File: src/rtl/hm74_pkg.sv
package hm74_pkg;

    localparam int MAX_POS = 63;

    typedef enum logic {
        SLOT_EMPTY = 1'b0,
        SLOT_FULL  = 1'b1
    } slot_state_e;

    function automatic bit is_check_pos(int p);
        return (p & (p - 1)) == 0;
    endfunction

    function automatic int data_slot(int p);
        return p - $clog2(p + 1) - 1;
    endfunction

    function automatic logic [MAX_POS-1:0] cover_mask(int j);
        logic [MAX_POS-1:0] m;
        m = '0;
        for (int p = 1; p <= MAX_POS; p++) begin
            m[p-1] = ((p >> j) & 1) == 1;
        end
        return m;
    endfunction

endpackage

File: src/rtl/hm74_slot.sv
module hm74_slot #(
    parameter int W = 8
) (
    input  logic         clk,
    input  logic         rst_n,
    input  logic         load_i,
    input  logic [W-1:0] payload_i,
    output logic         valid_o,
    output logic [W-1:0] payload_o
);
    import hm74_pkg::*;

    slot_state_e state_q, state_d;

    always_comb begin
        state_d = state_q;
        unique case (state_q)
            SLOT_EMPTY: state_d = load_i ? SLOT_FULL : SLOT_EMPTY;
            SLOT_FULL:  state_d = load_i ? SLOT_FULL : SLOT_EMPTY;
            default:    state_d = SLOT_EMPTY;
        endcase
    end

    always_ff @(posedge clk) begin
        if (!rst_n) state_q <= SLOT_EMPTY;
        else        state_q <= state_d;
    end

    always_ff @(posedge clk) begin
        if (!rst_n)      payload_o <= '0;
        else if (load_i) payload_o <= payload_i;
    end

    always_comb begin
        valid_o = (state_q == SLOT_FULL);
    end

endmodule

File: src/rtl/hm74_encoder.sv
module hm74_encoder #(
    parameter  int CHECKS = 3,
    localparam int CODE_W = (1 << CHECKS) - 1,
    localparam int DATA_W = CODE_W - CHECKS
) (
    input  logic              odd_i,
    input  logic [DATA_W-1:0] data_i,
    output logic [CODE_W-1:0] code_o
);
    import hm74_pkg::*;

    logic [CODE_W-1:0] spread;

    for (genvar p = 1; p <= CODE_W; p++) begin : g_pos
        if (is_check_pos(p)) begin : g_chk
            localparam logic [CODE_W-1:0] MASK = CODE_W'(cover_mask($clog2(p)));
            assign spread[p-1] = 1'b0;
            assign code_o[p-1] = (^(spread & MASK)) ^ odd_i;
        end else begin : g_dat
            assign spread[p-1] = data_i[data_slot(p)];
            assign code_o[p-1] = spread[p-1];
        end
    end

endmodule

File: src/rtl/hm74_corrector.sv
module hm74_corrector #(
    parameter  int CHECKS = 3,
    localparam int CODE_W = (1 << CHECKS) - 1,
    localparam int DATA_W = CODE_W - CHECKS
) (
    input  logic              odd_i,
    input  logic [CODE_W-1:0] code_i,
    output logic [CODE_W-1:0] fixed_o,
    output logic [DATA_W-1:0] data_o,
    output logic              err_o
);
    import hm74_pkg::*;

    logic [CHECKS-1:0] syn;
    logic [CODE_W-1:0] flip;

    for (genvar j = 0; j < CHECKS; j++) begin : g_syn
        localparam logic [CODE_W-1:0] MASK = CODE_W'(cover_mask(j));
        assign syn[j] = (^(code_i & MASK)) ^ odd_i;
    end

    always_comb begin
        flip = '0;
        if (syn != '0) flip = CODE_W'(1) << (syn - 1'b1);
    end

    assign fixed_o = code_i ^ flip;
    assign err_o   = |syn;

    for (genvar p = 1; p <= CODE_W; p++) begin : g_out
        if (!is_check_pos(p)) begin : g_dat
            assign data_o[data_slot(p)] = fixed_o[p-1];
        end
    end

endmodule

File: src/rtl/hm74_codec.sv
module hm74_codec #(
    parameter  int CHECKS = 3,
    localparam int CODE_W = (1 << CHECKS) - 1,
    localparam int DATA_W = CODE_W - CHECKS
) (
    input  logic              clk,
    input  logic              rst_n,
    input  logic              odd_par,
    input  logic              enc_valid_i,
    input  logic [DATA_W-1:0] enc_data_i,
    output logic              enc_valid_o,
    output logic [CODE_W-1:0] enc_code_o,
    input  logic              dec_valid_i,
    input  logic [CODE_W-1:0] dec_code_i,
    output logic              dec_valid_o,
    output logic [CODE_W-1:0] dec_code_o,
    output logic [DATA_W-1:0] dec_data_o,
    output logic              dec_err_o
);
    localparam int DEC_W = 1 + DATA_W + CODE_W;

    logic [CODE_W-1:0] enc_word;
    logic [CODE_W-1:0] fix_word;
    logic [DATA_W-1:0] fix_data;
    logic              fix_err;
    logic [DEC_W-1:0]  dec_pay;
    logic              err_held;

    hm74_encoder #(.CHECKS(CHECKS)) u_enc (
        .odd_i  (odd_par),
        .data_i (enc_data_i),
        .code_o (enc_word)
    );

    hm74_slot #(.W(CODE_W)) u_enc_slot (
        .clk       (clk),
        .rst_n     (rst_n),
        .load_i    (enc_valid_i),
        .payload_i (enc_word),
        .valid_o   (enc_valid_o),
        .payload_o (enc_code_o)
    );

    hm74_corrector #(.CHECKS(CHECKS)) u_fix (
        .odd_i   (odd_par),
        .code_i  (dec_code_i),
        .fixed_o (fix_word),
        .data_o  (fix_data),
        .err_o   (fix_err)
    );

    hm74_slot #(.W(DEC_W)) u_dec_slot (
        .clk       (clk),
        .rst_n     (rst_n),
        .load_i    (dec_valid_i),
        .payload_i ({fix_err, fix_data, fix_word}),
        .valid_o   (dec_valid_o),
        .payload_o (dec_pay)
    );

    assign {err_held, dec_data_o, dec_code_o} = dec_pay;
    assign dec_err_o = err_held & dec_valid_o;

endmodule

File: config.mk
export PLATFORM = sky130hd
export DESIGN_NAME = hm74_codec
export DESIGN_NICKNAME = d
export VERILOG_FILES = /design/src/rtl/hm74_pkg.sv /design/src/rtl/hm74_slot.sv /design/src/rtl/hm74_encoder.sv /design/src/rtl/hm74_corrector.sv /design/src/rtl/hm74_codec.sv
export SDC_FILE = /design/constraint.sdc
export NUM_CORES = 1
export LEC_CHECK = 0
export ABC_AREA = 1
export ABC_CLOCK_PERIOD_IN_PS = 3710
export BUFFER_PORTS_ARGS = -buffer_cell sky130_fd_sc_hd__buf_2
export CAP_MARGIN = 10
export CORE_ASPECT_RATIO = 0.75
export CORE_MARGIN = 3
export CORE_UTILIZATION = 52
export CTS_BUF_LIST = sky130_fd_sc_hd__clkbuf_16
export DETAILED_ROUTE_END_ITERATION = 16
export PLACE_DENSITY = 0.9
export SLEW_MARGIN = 25
export SYNTH_ARGS = -nofsm -noshare
export SYNTH_HDL_FRONTEND = slang
export SYNTH_SLANG_ARGS = --single-unit
File: constraint.sdc
create_clock -name clk -period 3.71 [get_ports clk]
set_input_delay 0.371 -clock clk [delete_from_list [all_inputs] [get_ports clk]]
set_output_delay 0.371 -clock clk [all_outputs]
set_load 0.005 [all_outputs]
# Yosys cells after proc, flatten, opt, wreduce, memory -nomap -nowiden
# Cells that the tools add are included.
dict set report word_totals {
  regBits 21
  out_inout_bits 21
  input_bits 16
  elab_cells 25
}
dict set report op_classes {
  add_sub_neg 1
  bitwise 8
  shifts 1
  reduce_logical 8
  mux 3
}
# cell n
set ops {}
lappend ops {{XOR reduction 7 bit} 6}
lappend ops {{2-to-1 mux 7 bit} 1}
lappend ops {{<< shifter 1 x 3 -> 7 bit (first input constant)} 1}
lappend ops {{XOR 7 bit} 1}
lappend ops {{XOR 1 bit} 6}
lappend ops {{nonzero test 3 bit} 1}
lappend ops {{OR reduction 3 bit} 1}
lappend ops {{subtractor 3 x 1 -> 3 bit (second input constant)} 1}
lappend ops {{2-to-1 mux 1 bit} 2}
lappend ops {{bitwise AND 1 bit} 1}

# Depth between registers and ports, before layout
dict set report logic_depth {
  word_depth 6
  depth_mapped 17
  depth_no_buf 16
}

# By module
# Synthesis repeated with hierarchy kept, for this count alone.
dict set report hier_totals {
  hier_cells 256
  area_unflattened_um2 1510.2
}
# module seq_area_each_um2 cells_each n_inst area_per_inst_um2
set modules_own_cells {}
lappend modules_own_cells {{hm74_slot at u_dec_slot} 260.2 79 1 538.0}
lappend modules_own_cells {hm74_corrector 0.0 90 1 486.7}
lappend modules_own_cells {{hm74_slot at u_enc_slot} 160.2 47 1 314.1}
lappend modules_own_cells {hm74_encoder 0.0 38 1 163.9}
lappend modules_own_cells {hm74_codec 0.0 2 1 7.5}

# Worst setup path after synthesis
# OpenSTA, ideal clock, no wires.
dict set report synth_path {
  kind {input port to flip-flop}
  startpoint {input dec_code_i[2]}
  endpoint {register u_dec_slot.payload_o[7]}
  t_arrival_ps 1861
  setup_time_ps 109
  required_time_ps 3601
  path_stages 17
  path_buffers 1
  slack_ps 1741
  cell_sequence {buf_6 inv_4 nand2_2 nand2_1 nand2_1 nand2_1 nand2_1 nand2_2 nor2_1 ha_1 inv_1 nor2_1 nand3_1 nand2_1 nand3_1 nand2_1 inv_1}
}
dict set report synth_between {
  elab_chain_cells 6
  word_cells_on_any_way 9
  cone_classes {add/sub (1); shift (1); mux (1); bitwise (3); reduce/logical (3)}
}
# item line_no
set synth_lines {}
lappend synth_lines {{from (decl)} hm74_codec.sv:14} ;# input logic [CODE_W-1:0] dec_code_i,
lappend synth_lines {{XOR reduction 7 bit} hm74_corrector.sv:19} ;# assign syn[j] = (^(code_i & MASK)) ^ odd_i;
lappend synth_lines {{XOR 1 bit} hm74_corrector.sv:19}
lappend synth_lines {{subtractor 3 x 1 -> 3 bit} hm74_corrector.sv:24} ;# if (syn != '0) flip = CODE_W'(1) << (syn - 1'b1);
lappend synth_lines {{<< shifter 1 x 3 -> 7 bit} hm74_corrector.sv:24}
lappend synth_lines {{2-to-1 mux 7 bit} hm74_corrector.sv:24}
lappend synth_lines {{XOR 7 bit *} hm74_corrector.sv:27} ;# assign fixed_o = code_i ^ flip;
lappend synth_lines {{to (signal assigned)} hm74_slot.sv:31} ;# else if (load_i) payload_o <= payload_i;
lappend synth_lines {{to (decl)} hm74_slot.sv:9} ;# output logic [W-1:0] payload_o
# Every way passes the cells marked *; elsewhere a longest branch is shown, timed or not.
# A chain may end at the register's enable or synchronous reset.

# Worst setup path in the final report
dict set report layout_path {
  startpoint {input dec_code_i[2]}
  endpoint {register u_dec_slot.payload_o[3]}
}
dict set report layout_between {
  elab_chain_cells 6
  word_cells_on_any_way 9
  cone_classes {add/sub (1); shift (1); mux (1); bitwise (3); reduce/logical (3)}
}
# item line_no
set layout_lines {}
lappend layout_lines {{XOR reduction 7 bit} hm74_corrector.sv:19}
lappend layout_lines {{XOR 1 bit} hm74_corrector.sv:19}
lappend layout_lines {{subtractor 3 x 1 -> 3 bit} hm74_corrector.sv:24}
lappend layout_lines {{<< shifter 1 x 3 -> 7 bit} hm74_corrector.sv:24}
lappend layout_lines {{2-to-1 mux 7 bit *} hm74_corrector.sv:24}
lappend layout_lines {{XOR 7 bit *} hm74_corrector.sv:27}
# Marked as above.

==> results.json <==
{
  "status": "finished, final reports clean",
  "synth_xor_area_frac": 0.0785,
  "grt_pass1_vias": 952,
  "clock_latency_ns": 0.24,
  "finalMaxSlewViolations": 0,
  "holdWs_ns": 0.389,
  "finalCritPeriodShare": 0.565,
  "clock_power_share": 0.361,
  "seq_area_frac_synth": 0.277,
  "synth_compound_area_frac": 0.0428,
  "max_freq_mhz": 477,
  "worstMarginPinSlew_ns": 0.458,
  "crit_top_cell": "nand2_1",
  "wirelength_um": 2670,
  "hpwl_um": 2050,
  "rows": 14,
  "intPower_mw": 0.405,
  "antenna_found_initial": 0,
  "vdd_drop_max_uv": 301,
  "path_buf_inv": 4,
  "finalSetupViolCount": 0,
  "power_switching_mw": 0.182,
  "yosysWarningCount": 0,
  "rr_startpoint": "u_dec_slot.payload_o[0]",
  "end_kind": "flip-flop",
  "viasPerCell": 4.87,
  "holdBufCountCts": 0,
  "io_pins": 37,
  "cp_data_required_time_ns": 3.85,
  "cts_tree": "yes",
  "whs_path_depth": 3,
  "rsz0062_at_grt": "false",
  "grt_pass1_wl_um": 4280,
  "grt_overflow": 0,
  "initial_core_util": 0.579,
  "crit_start": "dec_code_i[2]",
  "syn_inst": 187,
  "layout-drive-gt1-share": 0.271,
  "cts_sinks": 17,
  "gp_congestion": 0.924,
  "clockBufferDepth": 2,
  "core_area_sq_um": 2120,
  "htree_levels": 1,
  "grt_max_degree": 18,
  "syn_nets": 204,
  "drc": 0,
  "root_buffer": "clkbuf_16",
  "drtIter0Drc": 52,
  "crit_path_start_kind": "input port",
  "cts.clk_slew.worst_paths_ns": 0.05,
  "cts_buffers": 3,
  "synth_area_sq_um": 1230,
  "die_x_um": 62.1,
  "setup_tns_ns": 0,
  "ys_ff_latch": 17,
  "grtUsageTotal": 0.183,
  "synthMuxAreaShare": 0,
  "crit_chain": "buf_2 -> inv_4 -> nand2_2 -> nand2_1 -> nand2_1 -> nand3_1 -> nand2_2 -> nor2_1 -> ha_1 -> inv_1 -> nor2_1 -> nand3_1 -> nand2_1 -> nand3_1 -> nand2_1 -> inv_1",
  "finClkSkew_ns": 0,
  "synth.area.top_cells": "dfxtp_1 (28%), nand2_1 (11%), nand3_1 (8.6%)",
  "post_drt_wl_per_cell_um": 11.0,
  "drv_cap": 0,
  "whs_endpoint": "u_enc_slot.payload_o[5]",
  "crit_family": "simple AND/OR/NAND/NOR gates",
  "p_leak_nw": 0.812,
  "nets": 228,
  "hold_violations": 0,
  "die-area_sq_um": 2990,
  "critPathMaxStageDelay_ns": 0.36,
  "r2r-end": "u_dec_slot.payload_o[0]",
  "slew_headroom": 0.693,
  "firstDrtPassIters": 4,
  "synth_top_family_by_area": "simple AND/OR/NAND/NOR gates",
  "min_period_ns": 2.10,
  "diodes": 0,
  "cellPowerDensity_nw_per_um2": 418,
  "r2r_slack_ns": 3.04,
  "cts_resized": 0,
  "postCtsSetupBuffers": 0,
  "sw_frac_of_total": 0.309,
  "cp.depth": 16,
  "critPathArrivalTime_ns": 2.24,
  "area_growth_pct": 14.4,
  "yosysUniqueCellTypes": 21,
  "crit_type": "input port to flip-flop",
  "pwr-share-comb": 0.289,
  "synth_area_leader_cell": "dfxtp_1",
  "r2r_cells": 4,
  "crit_slowest_cell": "nor2_1",
  "vias": 1179,
  "seq_power_share": 0.350,
  "io_buffers": 36,
  "synth_fa_ha_area_frac": 0.0102,
  "min_path_type": "input port to flip-flop",
  "worstHoldStart": "enc_data_i[2]",
  "die_h_um": 48.1,
  "path_max_fanout": 9,
  "ant_nets": 0,
  "synth.avg_cell_area_sq_um": 6.56,
  "yosys.area.top_type_share": 0.277,
  "synthSimpleGateAreaFrac": 0.403
}
registers in the layout, summed over array words and instances (netlist names):
name                  flops
u_dec_slot.payload_o      8
u_enc_slot.payload_o      7
u_dec_slot.valid_o        1
u_enc_slot.valid_o        1
stage by stage:
stage / setup WS (ns) / power [mW] / cells / area, sq um / utilization
3_3_place_gp: 1.44 / 0.371 / 238 / 1320 / 0.625
5_1_grt: 1.39 / 0.620 / 242 / 1400 / 0.662
3_5_place_dp: 1.39 / 0.375 / 238 / 1320 / 0.625
6_report: 1.61 / 0.587 / 242 / 1400 / 0.662
2_1_floorplan: 1.74 / 0.341 / 187 / 1230 / -
4_1_cts: 1.62 / 0.590 / 242 / 1400 / 0.662
layout make-up:
class                           instances  area [sq um]
Sequential cell                        17           340
Tap cell                               32          40.0
Timing Repair Buffer                   36           180
Clock inverter                          1          5.00
Inverter                               28           108
Multi-Input combinational cell        125           656
Fill cell                             186           716
Clock buffer                            3          75.1
worst max path at each step:
| stage | endpoint | slack [ns] |
|---|---|---|
| 5_1_grt | u_dec_slot.payload_o[7] | 1.39 |
| 2_1_floorplan | u_dec_slot.payload_o[7] | 1.74 |
| 3_3_place_gp | u_dec_slot.payload_o[10] | 1.44 |
| 6_report | u_dec_slot.payload_o[3] | 1.61 |
| 4_1_cts | u_dec_slot.payload_o[3] | 1.62 |
| 3_5_place_dp | u_dec_slot.payload_o[3] | 1.39 |
synth_stat cells:
| master | instances |
|---|---|
| inv_1 | 24 |
| nand3_1 | 21 |
| xnor2_1 | 8 |
| inv_4 | 1 |
| nand2_2 | 8 |
| buf_4 | 12 |
| clkinv_1 | 1 |
| a21oi_1 | 1 |
| nand3_2 | 4 |
| nand2_1 | 37 |
| nand4_1 | 7 |
| nor2_1 | 25 |
| dfxtp_1 | 17 |
| o211ai_1 | 3 |
| ha_1 | 1 |
| inv_2 | 2 |
| nand2_4 | 2 |
| clkbuf_1 | 3 |
| o21ai_0 | 5 |
| buf_6 | 2 |
| xor2_1 | 3 |
power groups by stage:
stage	registers (mW)	clock network, mW	logic [mW]
floorplan	0.209	0	0.131
global placement	0.209	0	0.162
detailed placement	0.209	0	0.166
CTS	0.206	0.216	0.169
global route	0.208	0.223	0.190
finish	0.206	0.212	0.170
layer usage:
layer  track usage  vias up  share of wire
li1              -      619              -
met1         0.259      511           0.50
met3        0.0446        0          0.074
met4        0.0264        0              0
met5             0        -              0
met2         0.295       49           0.43
cells in the final DEF, fill, tap and decap left out:
cell type  count
nand2_4        2
o21ai_0        5
xnor2_1        8
xor2_1         3
nand2_2        8
nor2_1        25
dfxtp_1       17
nand3_2        4
clkinv_2       1
nand2_1       37
nand3_1       21
clkinv_1       1
inv_1         24
buf_2         36
nand4_1        7
inv_4          1
a21oi_1        1
inv_2          2
ha_1           1
clkbuf_16      3
o211ai_1       3
worst register-to-register path, stage by stage, from the launching register on:
cell and delay [ns]:
dfxtp_1 0.30, nor2_1 0.12, nor2_1 0.05, nand2_1 0.07, inv_1 0.03
cell families after synthesis:
family                   count (synthesis)
AO/OA/AOI/OAI                            9
XOR/XNOR                                11
adder cells (fa/ha/maj)                  1
buffers and inverters                   45
flip-flops                              17
AND/OR/NAND/NOR                        104
(Power assumes the default switching activity.)
